File: config.mk
export PLATFORM = sky130hd
export DESIGN_NAME = fetch_rom
export DESIGN_NICKNAME = d
export VERILOG_FILES = /design/src/rtl/fetch_rom.sv
export SDC_FILE = /design/constraint.sdc
export NUM_CORES = 1
export LEC_CHECK = 0
export CAP_MARGIN = 30
export CORE_UTILIZATION = 65
export CTS_CLUSTER_DIAMETER = 40
export DETAILED_ROUTE_END_ITERATION = 6
export DONT_BUFFER_PORTS = 1
export PLACE_DENSITY = 0.81
export SLEW_MARGIN = 40
export SYNTH_ARGS = -nofsm -noshare
export SYNTH_HDL_FRONTEND = slang
export SYNTH_SLANG_ARGS = --single-unit
File: constraint.sdc
create_clock -name clk -period 5.9 [get_ports clk]
set_clock_uncertainty 0.05 [all_clocks]
set_input_delay 0.885 -clock clk [delete_from_list [all_inputs] [get_ports clk]]
set_output_delay 0.885 -clock clk [all_outputs]
set_load 0.01 [all_outputs]
File: src/rtl/fetch_rom.sv
module fetch_rom #(
  parameter int BLOCK_WORDS = 64,
  parameter int NUM_BLOCKS  = 3,
  parameter int WORD_W      = 12,
  parameter int PROG_LEN    = 150,
  parameter bit FILL_RANDOM = 1'b0,
  localparam int BLK_BITS   = $clog2(BLOCK_WORDS),
  localparam int PC_W       = $clog2(NUM_BLOCKS * BLOCK_WORDS),
  localparam int SEL_BITS   = PC_W - BLK_BITS
) (
  input  logic            clk,
  input  logic            rst,
  input  logic [PC_W-1:0] pc,
  output logic [8:0]      opcode,
  output logic            is_push,
  output logic [7:0]      push_imm
);

  function automatic logic [WORD_W-1:0] init_word(input int a);
    logic [WORD_W-1:0] w;
    w = '1;
    if (a < PROG_LEN)
      w[8:0] = 9'((a * 37 + 5) % 512);
    else if (FILL_RANDOM)
      w[8:0] = 9'((a * (a + 3) + 11) % 512);
    else
      w = '0;
    return w;
  endfunction

  logic [WORD_W-1:0] blk_rd [NUM_BLOCKS];
  logic [WORD_W-1:0] sel_word;
  logic [8:0]        opcode_q = 9'h000;

  for (genvar b = 0; b < NUM_BLOCKS; b++) begin : g_bank
    logic [WORD_W-1:0] mem [BLOCK_WORDS];
    initial begin
      for (int i = 0; i < BLOCK_WORDS; i++)
        mem[i] = init_word(b * BLOCK_WORDS + i);
    end
    assign blk_rd[b] = mem[pc[BLK_BITS-1:0]];
  end

  if (SEL_BITS == 0) begin : g_single
    assign sel_word = blk_rd[0];
  end else begin : g_multi
    always_comb begin
      sel_word = '0;
      for (int b = 0; b < NUM_BLOCKS; b++)
        if (pc[PC_W-1 -: SEL_BITS] == SEL_BITS'(b))
          sel_word = blk_rd[b];
    end
  end

  if (WORD_W > 9) begin : g_wide
    logic [WORD_W-10:0] unused_hi;
    assign unused_hi = sel_word[WORD_W-1:9];
  end

  always_ff @(posedge clk)
    if (rst) opcode_q <= 9'h000;
    else     opcode_q <= sel_word[8:0];

  assign opcode   = opcode_q;
  assign is_push  = opcode_q[8];
  assign push_imm = opcode_q[8] ? opcode_q[7:0] : 8'h00;

endmodule


# Word-level counts from Yosys, hierarchy flattened
# Memories as Yosys holds them, arrays and structs flattened.
# Cells that the tools add are included.
# op_classes
eq_ne	2
muxes	4
reduce_logical	1
# op_table
operator	n
9-bit 2-to-1 mux	3
8-bit 2-to-1 mux	1
2-bit by 1-bit == test with 1-bit output (second input constant)	1
2-bit == test (second input constant)	1
2-bit zero test	1
# word_totals
regBits	9
mem_bits_ro	1920
in_bits	10
out_inout_bits	18
word_cells	11
mem_count	3
# mem_list
name	words	word_bits	rd	rd_clocked_by_memory_dff	write_ports	line	text
g_bank[2].mem	64	12	1	0	0	36	logic [WORD_W-1:0] mem [BLOCK_WORDS];
g_bank[0].mem	64	9	1	0	0	36	
g_bank[1].mem	64	9	1	0	0	36	

# Logic depth before layout (Yosys ltp)
# Gate-level depths: netlist of run 1.
# logic_depth
word_depth	4
mapped_depth	9

# Least setup slack after synthesis of run 1
# OpenSTA, ideal clock, no wires.
# synth_path
kind	input port to flip-flop
startpoint	input port pc[0]
endpoint	register opcode_q[6] (netlist: opcode[6])
setup_time_ns	0.091
arrival_ns	2.556
required_ns	5.759
setup_slack_ns	3.203
cell_stages	9
cell_sequence	clkbuf_1 -> inv_1 -> ha_1 -> buf_2 -> inv_1 -> a311oi_1 -> nand2_1 -> o311a_1 -> a311oi_1
# synth_between
elab_chain_len	4
word_cells_on_any_way	6
# synth_lines
element	line	text
start: declaration	13	input logic [PC_W-1:0] pc,
memory 64 x 9 bit	-	
9-bit 2-to-1 mux (2 in series)	50	if (pc[PC_W-1 -: SEL_BITS] == SEL_BITS'(b))
9-bit 2-to-1 mux *	50	
end signal: assignment	62	else opcode_q <= sel_word[8:0];
end: declaration	33	logic [8:0] opcode_q = 9'h000;
# Every way passes the cells marked *; elsewhere a longest branch is shown, timed or not.
# A chain may end at the register's enable or synchronous reset.

# Worst setup path in the final report of run 1
# layout_path
startpoint	input port pc[1]
endpoint	register opcode_q[6] (netlist: opcode[6])
# The elaborated chain is that of the path after synthesis.

==> results of run 1 <==
critical path, stage by stage:
cell      delay [ns]
inv_1           0.12
ha_1            0.48
inv_1           0.13
a311oi_1        0.27
nand2_1         0.09
o311a_1         0.30
a311oi_1        0.24
layer usage:
layer,vias to the layer above,global-route usage [%],part of all wire [%]
met5,-,0,0
met4,0,15.74,2.6
met3,20,6.548,12
met2,133,56.36,46
met1,772,46.71,39
li1,795,-,-
worst max path at each step:
| stage | startpoint | slack (ns) | end | cells after the start |
|---|---|---|---|---|
| after global placement | pc[1] | 3.32 | opcode[6] | 7 |
| final | pc[1] | 3.52 | opcode[6] | 7 |
| after CTS | pc[1] | 3.53 | opcode[6] | 7 |
| after detailed placement | pc[1] | 3.27 | opcode[6] | 7 |
| after floorplan | pc[0] | 3.20 | opcode[6] | 9 |
| after global routing | pc[1] | 3.40 | opcode[6] | 7 |
cells by family (layout without fill, tap and decap cells):
logic type | Yosys count | in the layout | synth area share, %
xor gates and xnor gates | 3 | 3 | 1.672
muxes | 9 | 9 | 5.892
adders and majority gates | 9 | 9 | 7.166
DFF | 9 | 9 | 11.46
and+or+nand+nor | 74 | 74 | 24.05
buffers and inverters | 37 | 14 | 11.54
AOI/OAI and AO/OA | 85 | 85 | 38.22
cell usage after synthesis, types with 2 or more instances:
cell type,count
a2111oi_0,3
a211oi_1,4
a21oi_1,17
a22oi_1,3
a311o_1,2
a311oi_1,5
a31oi_1,5
and2_1,11
buf_2,13
buf_4,5
clkbuf_1,7
dfxtp_1,9
ha_1,9
inv_1,8
inv_2,2
mux2_2,2
mux2i_1,7
nand2_1,22
nand2b_1,5
nand3_1,3
nand3b_1,2
nor2_1,14
nor2b_1,6
nor3_1,3
o2111ai_1,4
o211ai_1,11
o21ai_0,11
o221ai_1,2
o22ai_1,2
o31ai_1,5
or3_1,2
xnor2_1,3
stage by stage:
stage	power [mW]	hold slack, ns	cell area, µm²
floorplan	0.1521	1.035	1572
global placement	0.1473	0.9114	1463
detailed placement	0.1488	0.9111	1463
CTS	0.1960	0.6340	1489
global route	0.2095	0.6205	1489
finish	0.1990	0.6312	1489
layout make-up:
class	instances	area (µm²)
well taps	28	35.03
fillers	195	765.7
inverters	10	37.54
multi-input cells	180	1210
flip-flops and latches	9	180.2
clock buffers	4	26.28
where the power goes:
group / total [mW] / internal [mW] / switching, mW
clock network: 0.0490 / 0.0261 / 0.0229
registers: 0.0708 / 0.0652 / 0.00558
logic: 0.0792 / 0.0351 / 0.0441
total: 0.199 / 0.127 / 0.0725
==> results.yml, run 1 <==
critical_path:
  crit_type: "primary input to flip-flop"
  end_kind: "flip-flop"
  cp_max_fo: 15
  critPathRequiredTime_ns: 6.03
  arrival_ns: 2.51
  crit_path_start_kind: "primary input"
run_status:
  status: "complete, no violations"
detailed_routing:
  post_drt_wl_per_cell_um: 19.61
  first_pass_iters: 5
  drc: 0
  drtIter0Drc: 99
  ant_nets: 0
  via_per_inst: 7.446
  vias: 1720
  routed_wl_mm: 4.531
synth:
  synth_top_area_share_pct: 11.46
  synthTopCellsByArea: "dfxtp_1, ha_1, a21oi_1"
  synthArstFlopShare_pct: 0
  syn_inst: 226
  synth-edff-count: 0
  ys_ff_latch: 9
  syn_nets: 245
  avgSynthCellArea_um2: 6.954
  synth_top_cell_by_area: "dfxtp_1"
  synth_warnings: 0
  syn_area_mm2: 0.001572
  ys_seq_area_share_pct: 11.46
  netlist-cell-type-count: 51
  ys.flop_type: "dfxtp_1"
placement:
  hpwl_mm: 2.946
  dp.cells: 227
  place_congestion: 0.9927
  dp_slack_ns: 3.272
  io_buffers: 0
global_routing:
  grt_overflow_total: 0
  grt_pass1_wl_mm: 7.113
  grt_max_degree: 52
  globalRouteTotalUtil_pct: 35.71
  grt_pass1_vias: 1437
  antenna_found_initial: 0
pwr:
  power_density_mw_per_mm2: 133.7
  ir_worst_vdd_uv: 107.0
  p_leak_nw: 0.5316
layout:
  layout.cells.most_common: "nand2_1"
  antenna_cells: 0
  fin_cells: 231
  fin_util_pct: 66.04
  synthToLayoutAreaGrowth_pct: -5.255
  mostFrequentLayoutCells: "nand2_1, a21oi_1, nor2_1"
  fin_nets: 223
  largest_reg_flops: 9
  drive_above_1_share_pct: 5.419
timing:
  tns_ns: 0
  tightest_slew_ns: 0.6908
  fmax_mhz: 419.3
  post-route-period-util_pct: 40.42
  slew_headroom_pct: 53.85
  finalHoldViolCount: 0
  setup_ws_ns: 3.515
  setup_violations: 0
  drv_slew: 0
  layout_min_cycle_time_ns: 2.385
  rsz0062_at_grt: "false"
clock_tree:
  post-cts-setup-buffers: 0
  post_cts_resize_count: 0
  holdBufCountCts: 0
  clockBufferDepth: 2
  cts_tree: "yes"
  clk_pin_slew_ns: 0.06
  cts.sink_count: 9
  cts_buffers: 3
  htree_levels: 1
  cts-root-buf: "clkbuf_4"
floorplan:
  io_pins: 28
  coreArea_mm2: 0.002255
  initial_core_util_pct: 69.70
  die_w_um: 51.17
  die_y_um: 51.17
  dieArea_mm2: 0.002618
  num_rows: 17
min_path:
  hold_path.class: "primary input to flip-flop"
  hold_end: "opcode[3]"
  min_path_cells: 1
  min_from: "rst"
flow_run:
  maxCapViolCount: 0
(Power assumes the default switching activity.)
==> inputs of run 2 (changes only) <==
--- a/config.mk
+++ b/config.mk
@@ -5,12 +5,13 @@
 export SDC_FILE = /design/constraint.sdc
 export NUM_CORES = 1
 export LEC_CHECK = 0
+export ABC_AREA = 1
 export CAP_MARGIN = 30
-export CORE_UTILIZATION = 65
+export CORE_UTILIZATION = 64
 export CTS_CLUSTER_DIAMETER = 40
 export DETAILED_ROUTE_END_ITERATION = 6
 export DONT_BUFFER_PORTS = 1
-export PLACE_DENSITY = 0.81
+export PLACE_DENSITY = 0.8
 export SLEW_MARGIN = 40
 export SYNTH_ARGS = -nofsm -noshare
 export SYNTH_HDL_FRONTEND = slang
==> constraint.sdc (replaced) <==
create_clock -name clk -period 2.2 [get_ports clk]
set_clock_uncertainty 0.05 [all_clocks]
set_input_delay 0.33 -clock clk [delete_from_list [all_inputs] [get_ports clk]]
set_output_delay 0.33 -clock clk [all_outputs]
set_load 0.01 [all_outputs]
==> run 2 against run 1 <==
Count of clock-buffer cells in the layout is the same. Largest cell class unchanged. Design area shrank 2.7%. Synthesized cell count grew 21%. Core utilization shrank 0.54 points. Synthesized area shrank 4.5%. First-iteration DRC count grew 19%. Critical path depth grew 4. Combinational power grew to 2.9 times the previous value. Global-route usage shrank 0.97 points.
==> results.yml, run 2 <==
floorplan:
  die_w_um: 50.44
  io_pins: 28
  coreArea_mm2: 0.002212
  num_rows: 17
  initial_core_util_pct: 67.87
  die_y_um: 50.44
  dieArea_mm2: 0.002544
pwr:
  totalPowerFinal_uw: 548.8
  internal_power_uw: 324.6
  p_sw_share_pct: 40.84
  p_leak_nw: 0.8363
  p_switching_uw: 224.1
  combPwrFrac_pct: 41.3
  pwr-share-seq_pct: 34.8
  power_density_mw_per_mm2: 378.7
  ir_worst_vdd_uv: 363.2
  p_clk_share_pct: 23.9
timing:
  slew_headroom_pct: 65.91
  post-route-period-util_pct: 66.54
  finalHoldViolCount: 0
  drv_slew: 0
  setup_ws_ns: 0.7362
  rsz0062_at_grt: "false"
  tightest_slew_ns: 0.5094
  layout_min_cycle_time_ns: 1.464
  setup_violations: 0
  tns_ns: 0
  fmax_mhz: 683.2
  holdWs_ns: 0.06626
synth:
  synthTopCellsByArea: "nand2_1, dfxtp_1, nand3_1"
  syn_inst: 274
  synth-edff-count: 0
  synth_most_common_cell: "nand2_1"
  synth_common_cells: "nand2_1, nand3_1, inv_1, nor2_1, a21oi_1"
  ys_ff_latch: 9
  synthArstFlopShare_pct: 0
  avgSynthCellArea_um2: 5.480
  syn_area_mm2: 0.001501
  synth_top_cell_by_area: "nand2_1"
  synth_top_area_share_pct: 26.75
  netlist-cell-type-count: 32
  synth_warnings: 0
  syn_nets: 293
  ys.flop_type: "dfxtp_1"
  ys_seq_area_share_pct: 12.00
clock_tree:
  htree_levels: 1
  holdBufCountCts: 0
  cts-root-buf: "clkbuf_4"
  post-cts-setup-buffers: 0
  cts_buffers: 3
  cts.sink_count: 9
  clk_pin_slew_ns: 0.06
  clockBufferDepth: 2
  cts_tree: "yes"
  post_cts_resize_count: 0
layout:
  synthToLayoutAreaGrowth_pct: -3.500
  largest_reg_flops: 9
  antenna_cells: 0
  fin_nets: 285
  fin_util_pct: 65.50
  mostFrequentLayoutCells: "nand2_1, nand3_1, inv_1"
  layout.cells.most_common: "nand2_1"
  drive_above_1_share_pct: 6.792
detailed_routing:
  ant_nets: 0
  wl_met3_um: 519
  vias: 1704
  routed_wl_mm: 4.127
  top_layer_used: "met4"
  drtIter0Drc: 118
  wl_met1_mm: 1.654
  drc: 0
  via_per_inst: 5.816
  met2_wirelength_mm: 1.906
  first_pass_iters: 5
  post_drt_wl_per_cell_um: 14.09
flow_run:
  maxCapViolCount: 0
global_routing:
  grt_pass1_vias: 1459
  grt_pass1_wl_mm: 6.734
  globalRouteTotalUtil_pct: 34.74
  antenna_found_initial: 0
  grt_max_degree: 26
  grt_overflow_total: 0
critical_path:
  crit_buf_inv: 3
  worstPathCellList: "inv_1 > ha_1 > inv_1 > nand2_2 > nand2_1 > inv_1 > nand2_1 > nand3_1 > a21boi_1 > nor2_1 > nor2_1"
  crit_path_start_kind: "primary input"
  arrival_ns: 1.58
  max_stage_delay_ns: 0.31
  crit_type: "primary input to flip-flop"
  critPathRequiredTime_ns: 2.32
  critPathTopFamily: "simple AND/OR/NAND/NOR gates"
  cp_max_fo: 8
  slowest_stage: "ha_1"
  end_kind: "flip-flop"
  startpoint: "pc[0]"
  cp_common_cell: "inv_1"
min_path:
  hold_path.class: "primary input to flip-flop"
  min_from: "rst"
run_status:
  status: "complete, no violations"
placement:
  dp_slack_ns: 0.4867
  hpwl_mm: 3.070
  io_buffers: 0
  place_congestion: 0.9581
[run 2: changes by cell type in the layout (fill, tap and decap cells not counted), moves of 6 or more]
cell	previous run	this run
and2_1	11	0
inv_1	8	27
mux2i_1	7	0
nand2_1	22	107
nand3_1	3	36
nor2_1	14	20
nor2b_1	6	0
o211ai_1	11	1
[run 2: worst paths after layout]
check             depth (start not counted)  slack [ns]         to
setup / recovery                         11        0.74  opcode[6]
hold / removal                            1        0.07  opcode[5]
[run 2: metal layers]
layer  global-route usage, %  up-vias
met1                   49.27      730
met2                   54.44      116
met4                   9.259        0
li1                        -      849
met5                       0        -
met3                   4.848        9
[run 2: cell type report]
type,instances,area [µm²]
Inverter,31,126.4
Tap cell,28,35.03
Multi-Input combinational cell,221,1081
Clock buffer,4,26.28
Fill cell,249,763.2
Sequential cell,9,180.2
[run 2: stage by stage]
stage | cells | area (µm²)
finish | 293 | 1449
global route | 293 | 1449
CTS | 293 | 1449
detailed placement | 289 | 1423
global placement | 289 | 1423
floorplan | 274 | 1501
[run 2: power groups by stage]
stage          Combinational (mW)  Sequential [mW]  Clock (mW)
2_1_floorplan               0.216            0.190           0
3_3_place_gp                0.222            0.194           0
3_5_place_dp                0.222            0.195           0
4_1_cts                     0.223            0.191       0.128
5_1_grt                     0.258            0.192       0.143
6_report                    0.227            0.191       0.131
[run 2: logic make-up (layout without fill, tap and decap cells)]
family	after synthesis	after routing	share of synthesized area (%)
flops	9	9	12.00
xor+xnor	1	1	0.5834
buf+inv	44	35	16.00
compound gates	34	34	12.67
fa+ha+maj	9	9	7.500
simple gates	177	177	51.25
==> inputs of run 3 (changes only) <==
--- a/config.mk
+++ b/config.mk
@@ -7,11 +7,11 @@
 export LEC_CHECK = 0
 export ABC_AREA = 1
 export CAP_MARGIN = 30
-export CORE_UTILIZATION = 64
+export CORE_UTILIZATION = 58
 export CTS_CLUSTER_DIAMETER = 40
 export DETAILED_ROUTE_END_ITERATION = 6
 export DONT_BUFFER_PORTS = 1
-export PLACE_DENSITY = 0.8
+export PLACE_DENSITY = 0.76
 export SLEW_MARGIN = 40
 export SYNTH_ARGS = -nofsm -noshare
 export SYNTH_HDL_FRONTEND = slang
==> constraint.sdc (replaced) <==
create_clock -name clk -period 1.3 [get_ports clk]
set_clock_uncertainty 0.05 [all_clocks]
set_input_delay 0.195 -clock clk [delete_from_list [all_inputs] [get_ports clk]]
set_output_delay 0.195 -clock clk [all_outputs]
set_load 0.01 [all_outputs]
==> run 3 against run 2 <==
Global-route usage barely moved. Via count rose by 5.0%. Critical path depth fell by 1. Highest routed layer unchanged. Core utilization rose by 2.6 points. Critical endpoint is now opcode[8]. Final cell count rose by 8.9%. Total power rose by 85%. Largest power group unchanged. Wire length rose by 9.6%. Clock power rose by 67%. Die area rose by 9.9%. Sequential cell count did not move. Combinational power rose by 110%. First-iteration DRC count fell by 14%.
==> results.yml, run 3 (same netlist as run 2, synthesis figures left out) <==
detailed_routing:
  drc: 0
  via_per_inst: 5.608
  post_drt_wl_per_cell_um: 14.18
  ant_nets: 0
  routed_wl_mm: 4.522
  vias: 1789
  first_pass_iters: 6
  drtIter0Drc: 101
timing:
  rsz0062_at_grt: "true"
  holdWs_ns: 0.07477
  post-route-period-util_pct: 94.61
  drv_slew: 0
  fmax_mhz: 813.0
  layout_min_cycle_time_ns: 1.230
  setup_violations: 0
  tns_ns: 0
  setup_ws_ns: 0.07004
  tightest_slew_ns: 0.3017
  finalHoldViolCount: 0
  slew_headroom_pct: 79.81
layout:
  synthToLayoutAreaGrowth_pct: 11.33
  largest_reg_flops: 9
  antenna_cells: 0
  fin_area_mm2: 0.001672
  mostFrequentLayoutCells: "nand2_1, nand3_1, inv_1"
  layout.cells.most_common: "nand2_1"
  fin_nets: 309
  fin_cells: 319
  fin_util_pct: 68.09
  drive_above_1_share_pct: 16.96
critical_path:
  cp_max_fo: 8
  end_kind: "flip-flop"
  slowest_stage: "or2_1"
  crit_path_start_kind: "primary input"
  crit_buf_inv: 2
  worstPathCellList: "clkinvlp_4 > buf_4 > ha_1 > or2_1 > o21ai_1 > nand2_1 > nand2_1 > a21oi_1 > nor2_1 > nor2_1"
  arrival_ns: 1.33
  critPathTopFamily: "simple AND/OR/NAND/NOR gates"
  critPathRequiredTime_ns: 1.40
  max_stage_delay_ns: 0.24
  crit_type: "primary input to flip-flop"
global_routing:
  grt_max_degree: 26
  antenna_found_initial: 0
  globalRouteTotalUtil_pct: 34.78
  grt_overflow_total: 0
  grt_pass1_wl_mm: 7.141
  grt_pass1_vias: 1599
floorplan:
  num_rows: 18
  die_y_um: 52.88
  initial_core_util_pct: 61.16
  die_w_um: 52.88
  dieArea_mm2: 0.002796
  coreArea_mm2: 0.002455
  io_pins: 28
pwr:
  totalPowerFinal_mw: 1.013
  ir_worst_vdd_uv: 855.5
  power_density_mw_per_mm2: 606.3
  p_leak_nw: 0.9421
clock_tree:
  cts_buffers: 3
  clockBufferDepth: 2
  clk_pin_slew_ns: 0.06
  cts-root-buf: "clkbuf_4"
  cts.sink_count: 9
  cts_tree: "yes"
  htree_levels: 1
placement:
  place_congestion: 0.9832
  io_buffers: 0
  dp_slack_ns: -0.1746
  dp.cells: 313
  dpl_cell_area_mm2: 0.001615
  hpwl_mm: 3.466
min_path:
  hold_path.class: "primary input to flip-flop"
flow_run:
  maxCapViolCount: 0
run_status:
  status: "complete, no violations"
run 3: changes by cell type in the layout (fill, tap and decap cells not counted), sizes merged:
cell / delta
clkinvlp: +2
buf: +23
inv: -2
dlygate4sd3: +1
run 3: report_power, final:
group / internal, mW / switching [mW] / total (mW) / leakage, nW
registers: 0.296 / 0.0230 / 0.319 / 0.0742
clock network: 0.119 / 0.101 / 0.219 / 0.0150
logic: 0.194 / 0.281 / 0.475 / 0.853
total: 0.608 / 0.405 / 1.01 / 0.942
run 3: cell type report:
cell class | count | area [µm²]
flip-flops and latches | 9 | 180.2
clock buffers | 4 | 26.28
fillers | 238 | 783.3
well taps | 30 | 37.54
inverters | 31 | 133.9
repair buffers | 24 | 182.7
multi-input cells | 221 | 1111
run 3: final timing paths:
check	slack, ns	startpoint	to	cells after the start
setup / recovery	0.07	pc[1]	opcode[8]	10
hold / removal	0.07	rst	opcode[7]	3
run 3: what timing repair did:
item                       CTS  global route
setup endpoints to repair    0             5
hold endpoints to repair     6             0
buffers inserted             0             1
gates resized for setup      0             3
hold buffers                 1             0
run 3: worst min-delay path, delay by kind of cell:
family | cells | cell delay [ns]
buffers and inverters | 2 | 0.08
AND/OR/NAND/NOR | 1 | 0.07
run 3: routing by layer:
layer | up-vias | global-route usage [%] | wire length, µm
met2 | 106 | 58.65 | 2157
met3 | 6 | 5.460 | 431
li1 | 899 | - | -
met1 | 778 | 46.44 | 1880
met4 | 0 | 6.140 | 53
met5 | - | 0 | 0
